`src/rtl/dual_mem_selftest.sv`:
```
module dual_mem_selftest #(
  parameter int CDEPTH = 128,
  parameter int DDEPTH = 256,
  parameter int CW     = 20,
  parameter int DW     = 16,
  parameter int LIMIT  = 1600,
  localparam int MAXD  = (CDEPTH > DDEPTH) ? CDEPTH : DDEPTH,
  localparam int IW    = $clog2(MAXD),
  localparam int CAW   = $clog2(CDEPTH),
  localparam int DAW   = $clog2(DDEPTH)
) (
  input  logic           clk,
  input  logic           rst_n,
  input  logic           sleep_i,
  input  logic           ctl_we,
  input  logic           ctl_en,
  output logic [2:0]     status,
  output logic [CAW-1:0] cm_addr,
  output logic           cm_re,
  output logic           cm_we,
  output logic [CW-1:0]  cm_wdata,
  input  logic [CW-1:0]  cm_rdata,
  output logic [DAW-1:0] dm_addr,
  output logic           dm_re,
  output logic           dm_we,
  output logic [DW-1:0]  dm_wdata,
  input  logic [DW-1:0]  dm_rdata
);

  typedef enum logic [2:0] {S_IDLE, S_W0, S_R0, S_W1, S_R1, S_DRAIN} st_t;

  st_t          st;
  logic [IW-1:0] idx;
  logic         chk_v, chk_one, chk_c, chk_d;
  logic         fail_c, fail_d;

  wire busy   = (st != S_IDLE);
  wire start  = ctl_we && ctl_en && sleep_i && !busy;
  wire at_top = (idx == IW'(MAXD - 1));
  wire at_bot = (idx == '0);
  wire c_act  = ({1'b0, idx} < (IW + 1)'(CDEPTH));
  wire d_act  = ({1'b0, idx} < (IW + 1)'(DDEPTH));
  wire wr_ph  = (st == S_W0) || (st == S_W1);
  wire rd_ph  = (st == S_R0) || (st == S_R1);

  assign cm_addr  = CAW'(idx);
  assign dm_addr  = DAW'(idx);
  assign cm_we    = c_act && wr_ph;
  assign dm_we    = d_act && wr_ph;
  assign cm_re    = c_act && rd_ph;
  assign dm_re    = d_act && rd_ph;
  assign cm_wdata = {CW{st == S_W1}};
  assign dm_wdata = {DW{st == S_W1}};
  assign status   = {fail_d, fail_c, busy};

  always_ff @(posedge clk or negedge rst_n) begin
    if (!rst_n) begin
      st  <= S_IDLE;
      idx <= '0;
    end else begin
      case (st)
        S_IDLE:  if (start) begin st <= S_W0; idx <= '0; end
        S_W0:    if (at_top) begin st <= S_R0; idx <= '0; end
                 else idx <= idx + 1'b1;
        S_R0:    st <= S_W1;
        S_W1:    if (at_top) st <= S_R1;
                 else begin st <= S_R0; idx <= idx + 1'b1; end
        S_R1:    if (at_bot) st <= S_DRAIN;
                 else idx <= idx - 1'b1;
        S_DRAIN: st <= S_IDLE;
        default: st <= S_IDLE;
      endcase
    end
  end

  always_ff @(posedge clk or negedge rst_n) begin
    if (!rst_n) begin
      chk_v   <= 1'b0;
      chk_one <= 1'b0;
      chk_c   <= 1'b0;
      chk_d   <= 1'b0;
    end else begin
      chk_v   <= rd_ph;
      chk_one <= (st == S_R1);
      chk_c   <= c_act;
      chk_d   <= d_act;
    end
  end

  always_ff @(posedge clk or negedge rst_n) begin
    if (!rst_n) begin
      fail_c <= 1'b0;
      fail_d <= 1'b0;
    end else if (start) begin
      fail_c <= 1'b0;
      fail_d <= 1'b0;
    end else if (chk_v) begin
      if (chk_c && cm_rdata != {CW{chk_one}}) fail_c <= 1'b1;
      if (chk_d && dm_rdata != {DW{chk_one}}) fail_d <= 1'b1;
    end
  end

  logic [11:0] run_cnt;
  always_ff @(posedge clk or negedge rst_n) begin
    if (!rst_n)       run_cnt <= '0;
    else if (start)   run_cnt <= '0;
    else if (busy && run_cnt != '1) run_cnt <= run_cnt + 1'b1;
  end

  assert_time_limit_R4: assert property (@(posedge clk) disable iff (!rst_n)
    status[0] |-> (run_cnt < 12'(LIMIT)));

  assert_asleep_only_R9: assert property (@(posedge clk) disable iff (!rst_n)
    (!status[0] && !sleep_i) |=> $stable(status));

  assert_flags_clear_R8: assert property (@(posedge clk) disable iff (!rst_n)
    $rose(status[0]) |-> (status[2:1] == 2'b00));

  assert_coef_sticky_R8: assert property (@(posedge clk) disable iff (!rst_n)
    (status[0] && status[1]) |=> status[1]);

  assert_data_sticky_R8: assert property (@(posedge clk) disable iff (!rst_n)
    (status[0] && status[2]) |=> status[2]);

  assert_no_restart_R10: assert property (@(posedge clk) disable iff (!rst_n)
    $fell(status[0]) |=> !status[0]);

endmodule

```
`config.mk`:
```
export PLATFORM = sky130hd
export DESIGN_NAME = dual_mem_selftest
export DESIGN_NICKNAME = d
export VERILOG_FILES = /design/src/rtl/dual_mem_selftest.sv
export SDC_FILE = /design/constraint.sdc
export NUM_CORES = 1
export LEC_CHECK = 0
export BUFFER_PORTS_ARGS = -buffer_cell sky130_fd_sc_hd__buf_2
export CORE_MARGIN = 2
export CORE_UTILIZATION = 44
export CTS_CLUSTER_DIAMETER = 50
export DETAILED_ROUTE_END_ITERATION = 12
export HOLD_SLACK_MARGIN = 0.12
export PLACE_DENSITY = 0.81
export SLEW_MARGIN = 20
export SYNTH_ARGS = -nofsm -noshare
export SYNTH_HDL_FRONTEND = slang
export SYNTH_SLANG_ARGS = --single-unit
```
`constraint.sdc`:
```
create_clock -name clk -period 3.2 [get_ports clk]
set_input_delay 0.16 -clock clk [delete_from_list [all_inputs] [get_ports clk]]
set_output_delay 0.16 -clock clk [all_outputs]
set_load 0.01 [all_outputs]
```
==> summary.txt <==
Run status
  – Status: complete, no violations

GRT
  – First-pass GRT wire length: between 6 and 7 mm
  – Grt ovf: 0
  – Global Route Usage Sum: 0.180
  – Largest net degree at the start of global routing: 38
  – Vias in the first global route: roughly 1400
  – Antenna violations before repair: 0

Placement
  – Routability Congestion: 0.875
  – Post-place setup slack: 1.12 ns
  – IO Port Bufs: 98
  – HPWL after detailed placement: 3.04 mm
  – Area after DPL: roughly 1800 um^2

Final layout
  – Most common cell after layout, fill and taps aside: buf_2
  – P&R area growth vs syn: 12.3%
  – # nets final: 301
  – Final instance area: 1900 um^2
  – ANT cells: 0
  – Layout cells sized above 1: 0.441
  – Commonest non-fill, non-tap cells in the layout: buf_2 (98), dfrtp_1 (17), nor2_1 (14), nand4_1 (11)

Worst hold path
  – Worst Hold Class: input port to register
  – Hold path start: ctl_en

Floorplanning
  – I/O pins: 99
  – DIE HEIGHT: 66.1 um
  – Die area: 4360 um^2
  – # rows: 22
  – Core footprint: 3690 um^2
  – Chip Width: between 60 and 70 um
  – Initial core utilization: 0.459

Power and ir drop
  – Maximum VDD drop: 101 uV
  – P per Cell Area: 222 nW/um^2
  – Leak: 0.000808 uW

Critical path
  – Kind of critical path: register to register
  – CP Launch Point: dm_addr[0]
  – CP max stage cell: dfrtp_1
  – Slowest stage delay, CP: 0.55 ns
  – CP Launch Type: register
  – Reg-to-reg startpoint: dm_addr[0]
  – Worst-path cell chain: ha_1 -> nand4_1 -> o31ai_4 -> nor3_1 -> a311oi_1 -> o21ai_1
  – Top Family by Delay on Critical Path: compound AO/OA/AOI/OAI gates
  – Worst Path Required: 3.34 ns
  – Crit-path max FO: 11
  – Crit end category: register
  – WP data arrival: about 2.3 ns
  – CP Buf/Inv Count: 0

Timing
  – Fmax: 471 MHz
  – Final Cycle Share: 0.663
  – Final worst slack: 1.08 ns
  – Fin. Hold Viols: 0
  – Post-Route Skew: 0.00181 ns
  – Unrepaired setup endpoints after global routing: no
  – Setup violators final: 0
  – Setup_tns: 0 ns
  – Final Slew Violations: 0
  – Post-layout min period: 2.12 ns

Detailed routing
  – Detailed-route DRC error count: 0
  – First-pass DRT Iterations: 4
  – Routed len/inst: 13.2 um
  – First DRT Iteration DRCs: 54
  – Via count: 1672
  – Post-Route WL: 4.02 mm
  – DR vias/cell: 5.50
  – DRT antenna net count: 0

Yosys
  – Syn Area/Cell: ~8 um^2
  – Synth warnings: 0
  – Post-Syn Instances: 207
  – Number of distinct library cells after synthesis: 52
  – Net count after synthesis: about 250
  – Top FF cell, synth: dfrtp_1
  – Mapped Area: 1690 um^2
  – Asr flop ratio synth: 1.00
  – Number of synthesized flops with an enable pin: 0
  – Number of synthesized register bits: 17
  – Post-synthesis sequential area ratio: 0.251

Clocking
  – CTS resizes: 0
  – CTS max path bufs: 2
  – CTS H-tree lvls: 1
  – CTS tree: done
  – Worst-path clk slew: 0.07 ns
  – Clock latency on the worst-skew pair: about 0.25 ns
  – Buffer count from post-CTS setup fixing: 0
  – Clock sinks: 17
  – Root Driver: clkbuf_8
  – TritonCTS buffer count: 3

Flow run
  – Max-Cap Viols: 0
## worst reg2reg max path, cell delays in order (launching register included)
cell and delay [ns]:
dfrtp_1 0.55, ha_1 0.34, nand4_1 0.24, o31ai_4 0.42, nor3_1 0.09, a311oi_1 0.27, o21ai_1 0.09
## cell usage after synthesis (2+ instances only)
master    count  area, um^2
or4_1         2        15.0
dfrtp_1      17         425
or3_1         2        12.5
a21o_1        2        15.0
buf_6         3        33.8
nand4_1      11        68.8
o21ai_1       9        45.0
o22ai_1       2        12.5
nor4_1        7        43.8
inv_1         9        33.8
buf_4        46         345
and3_1        3        18.8
o21ai_0       2        10.0
nand2_1       7        26.3
o221ai_1      3        26.3
xnor2_1       2        17.5
nand3_1       6        30.0
mux2i_1       2        20.0
a21oi_1       9        45.0
nor3_1        8        40.0
ha_1          3        37.5
buf_2         5        25.0
a31oi_1       5        31.3
nor2_1       14        52.6
## kinds of logic after synthesis
family | after synthesis | share of synthesized area
AO/OA/AOI/OAI | 47 | 0.208
flip-flops | 17 | 0.251
AND/OR/NAND/NOR | 69 | 0.229
buffers and inverters | 66 | 0.266
adder cells (fa/ha/maj) | 3 | 0.0222
other | 1 | 0.00221
XOR/XNOR | 2 | 0.0103
multiplexers | 2 | 0.0118
## layout make-up
class                   count  area, um^2
fillers                   352        1790
multi-input cells         124         818
repair buffers            100         508
flip-flops and latches     17         425
well taps                  48        60.1
inverters                  11        42.5
clock buffers               3        41.3
clock inverters             1        7.51
## repair_timing
| action | in CTS | in global routing |
|---|---|---|
| endpoints found under the hold margin | 17 | 0 |
| setup endpoints to repair | 0 | 0 |
| hold buffers | 1 | 0 |
## layer usage
metal / global-route usage / vias to the layer above / wire length (um) / share of wire
met5: 0 / - / 0 / 0
met3: 0.0341 / 10 / 404 / 0.10
met2: 0.330 / 86 / 1980 / 0.49
met4: 0.0918 / 0 / 85 / 0.021
li1: - / 810 / - / -
met1: 0.196 / 766 / 1550 / 0.39
## worst paths after layout
| path | end | slack (ns) | depth (start not counted) |
|---|---|---|---|
| worst max-delay path | dm_addr[7] | 1.08 | 6 |
| worst max register to register | dm_addr[7] | 1.08 | 6 |
| min in group asynchronous | dm_addr[5] | 0.35 | 2 |
| worst min register to register | fail_c | 0.49 | 2 |
| worst min-delay path | st[0] | 0.27 | 3 |
| max in group asynchronous | st[1] | 2.57 | 2 |
## stage by stage
| step | std cells | hold slack [ns] | power (uW) | util |
|---|---|---|---|---|
| CTS | 304 | 0.263 | 427 | 0.516 |
| global placement | 299 | 0.106 | 259 | 0.500 |
| floorplan | 207 | -0.136 | 226 | - |
| global route | 304 | 0.273 | 437 | 0.516 |
| detailed placement | 299 | 0.102 | 260 | 0.500 |
| finish | 304 | 0.266 | 422 | 0.516 |
## registers in the layout, summed over array words and instances (netlist names)
name / cells
dm_addr: 8
st: 3
chk_c: 1
chk_d: 1
chk_one: 1
chk_v: 1
fail_c: 1
fail_d: 1
## where the power goes
part	switching, uW	total (uW)	internal (uW)
registers	0.395	216	216
clock network	77.4	165	87.6
logic	19.3	41.0	21.7
total	97.1	422	325
(Power assumes the default switching activity.)
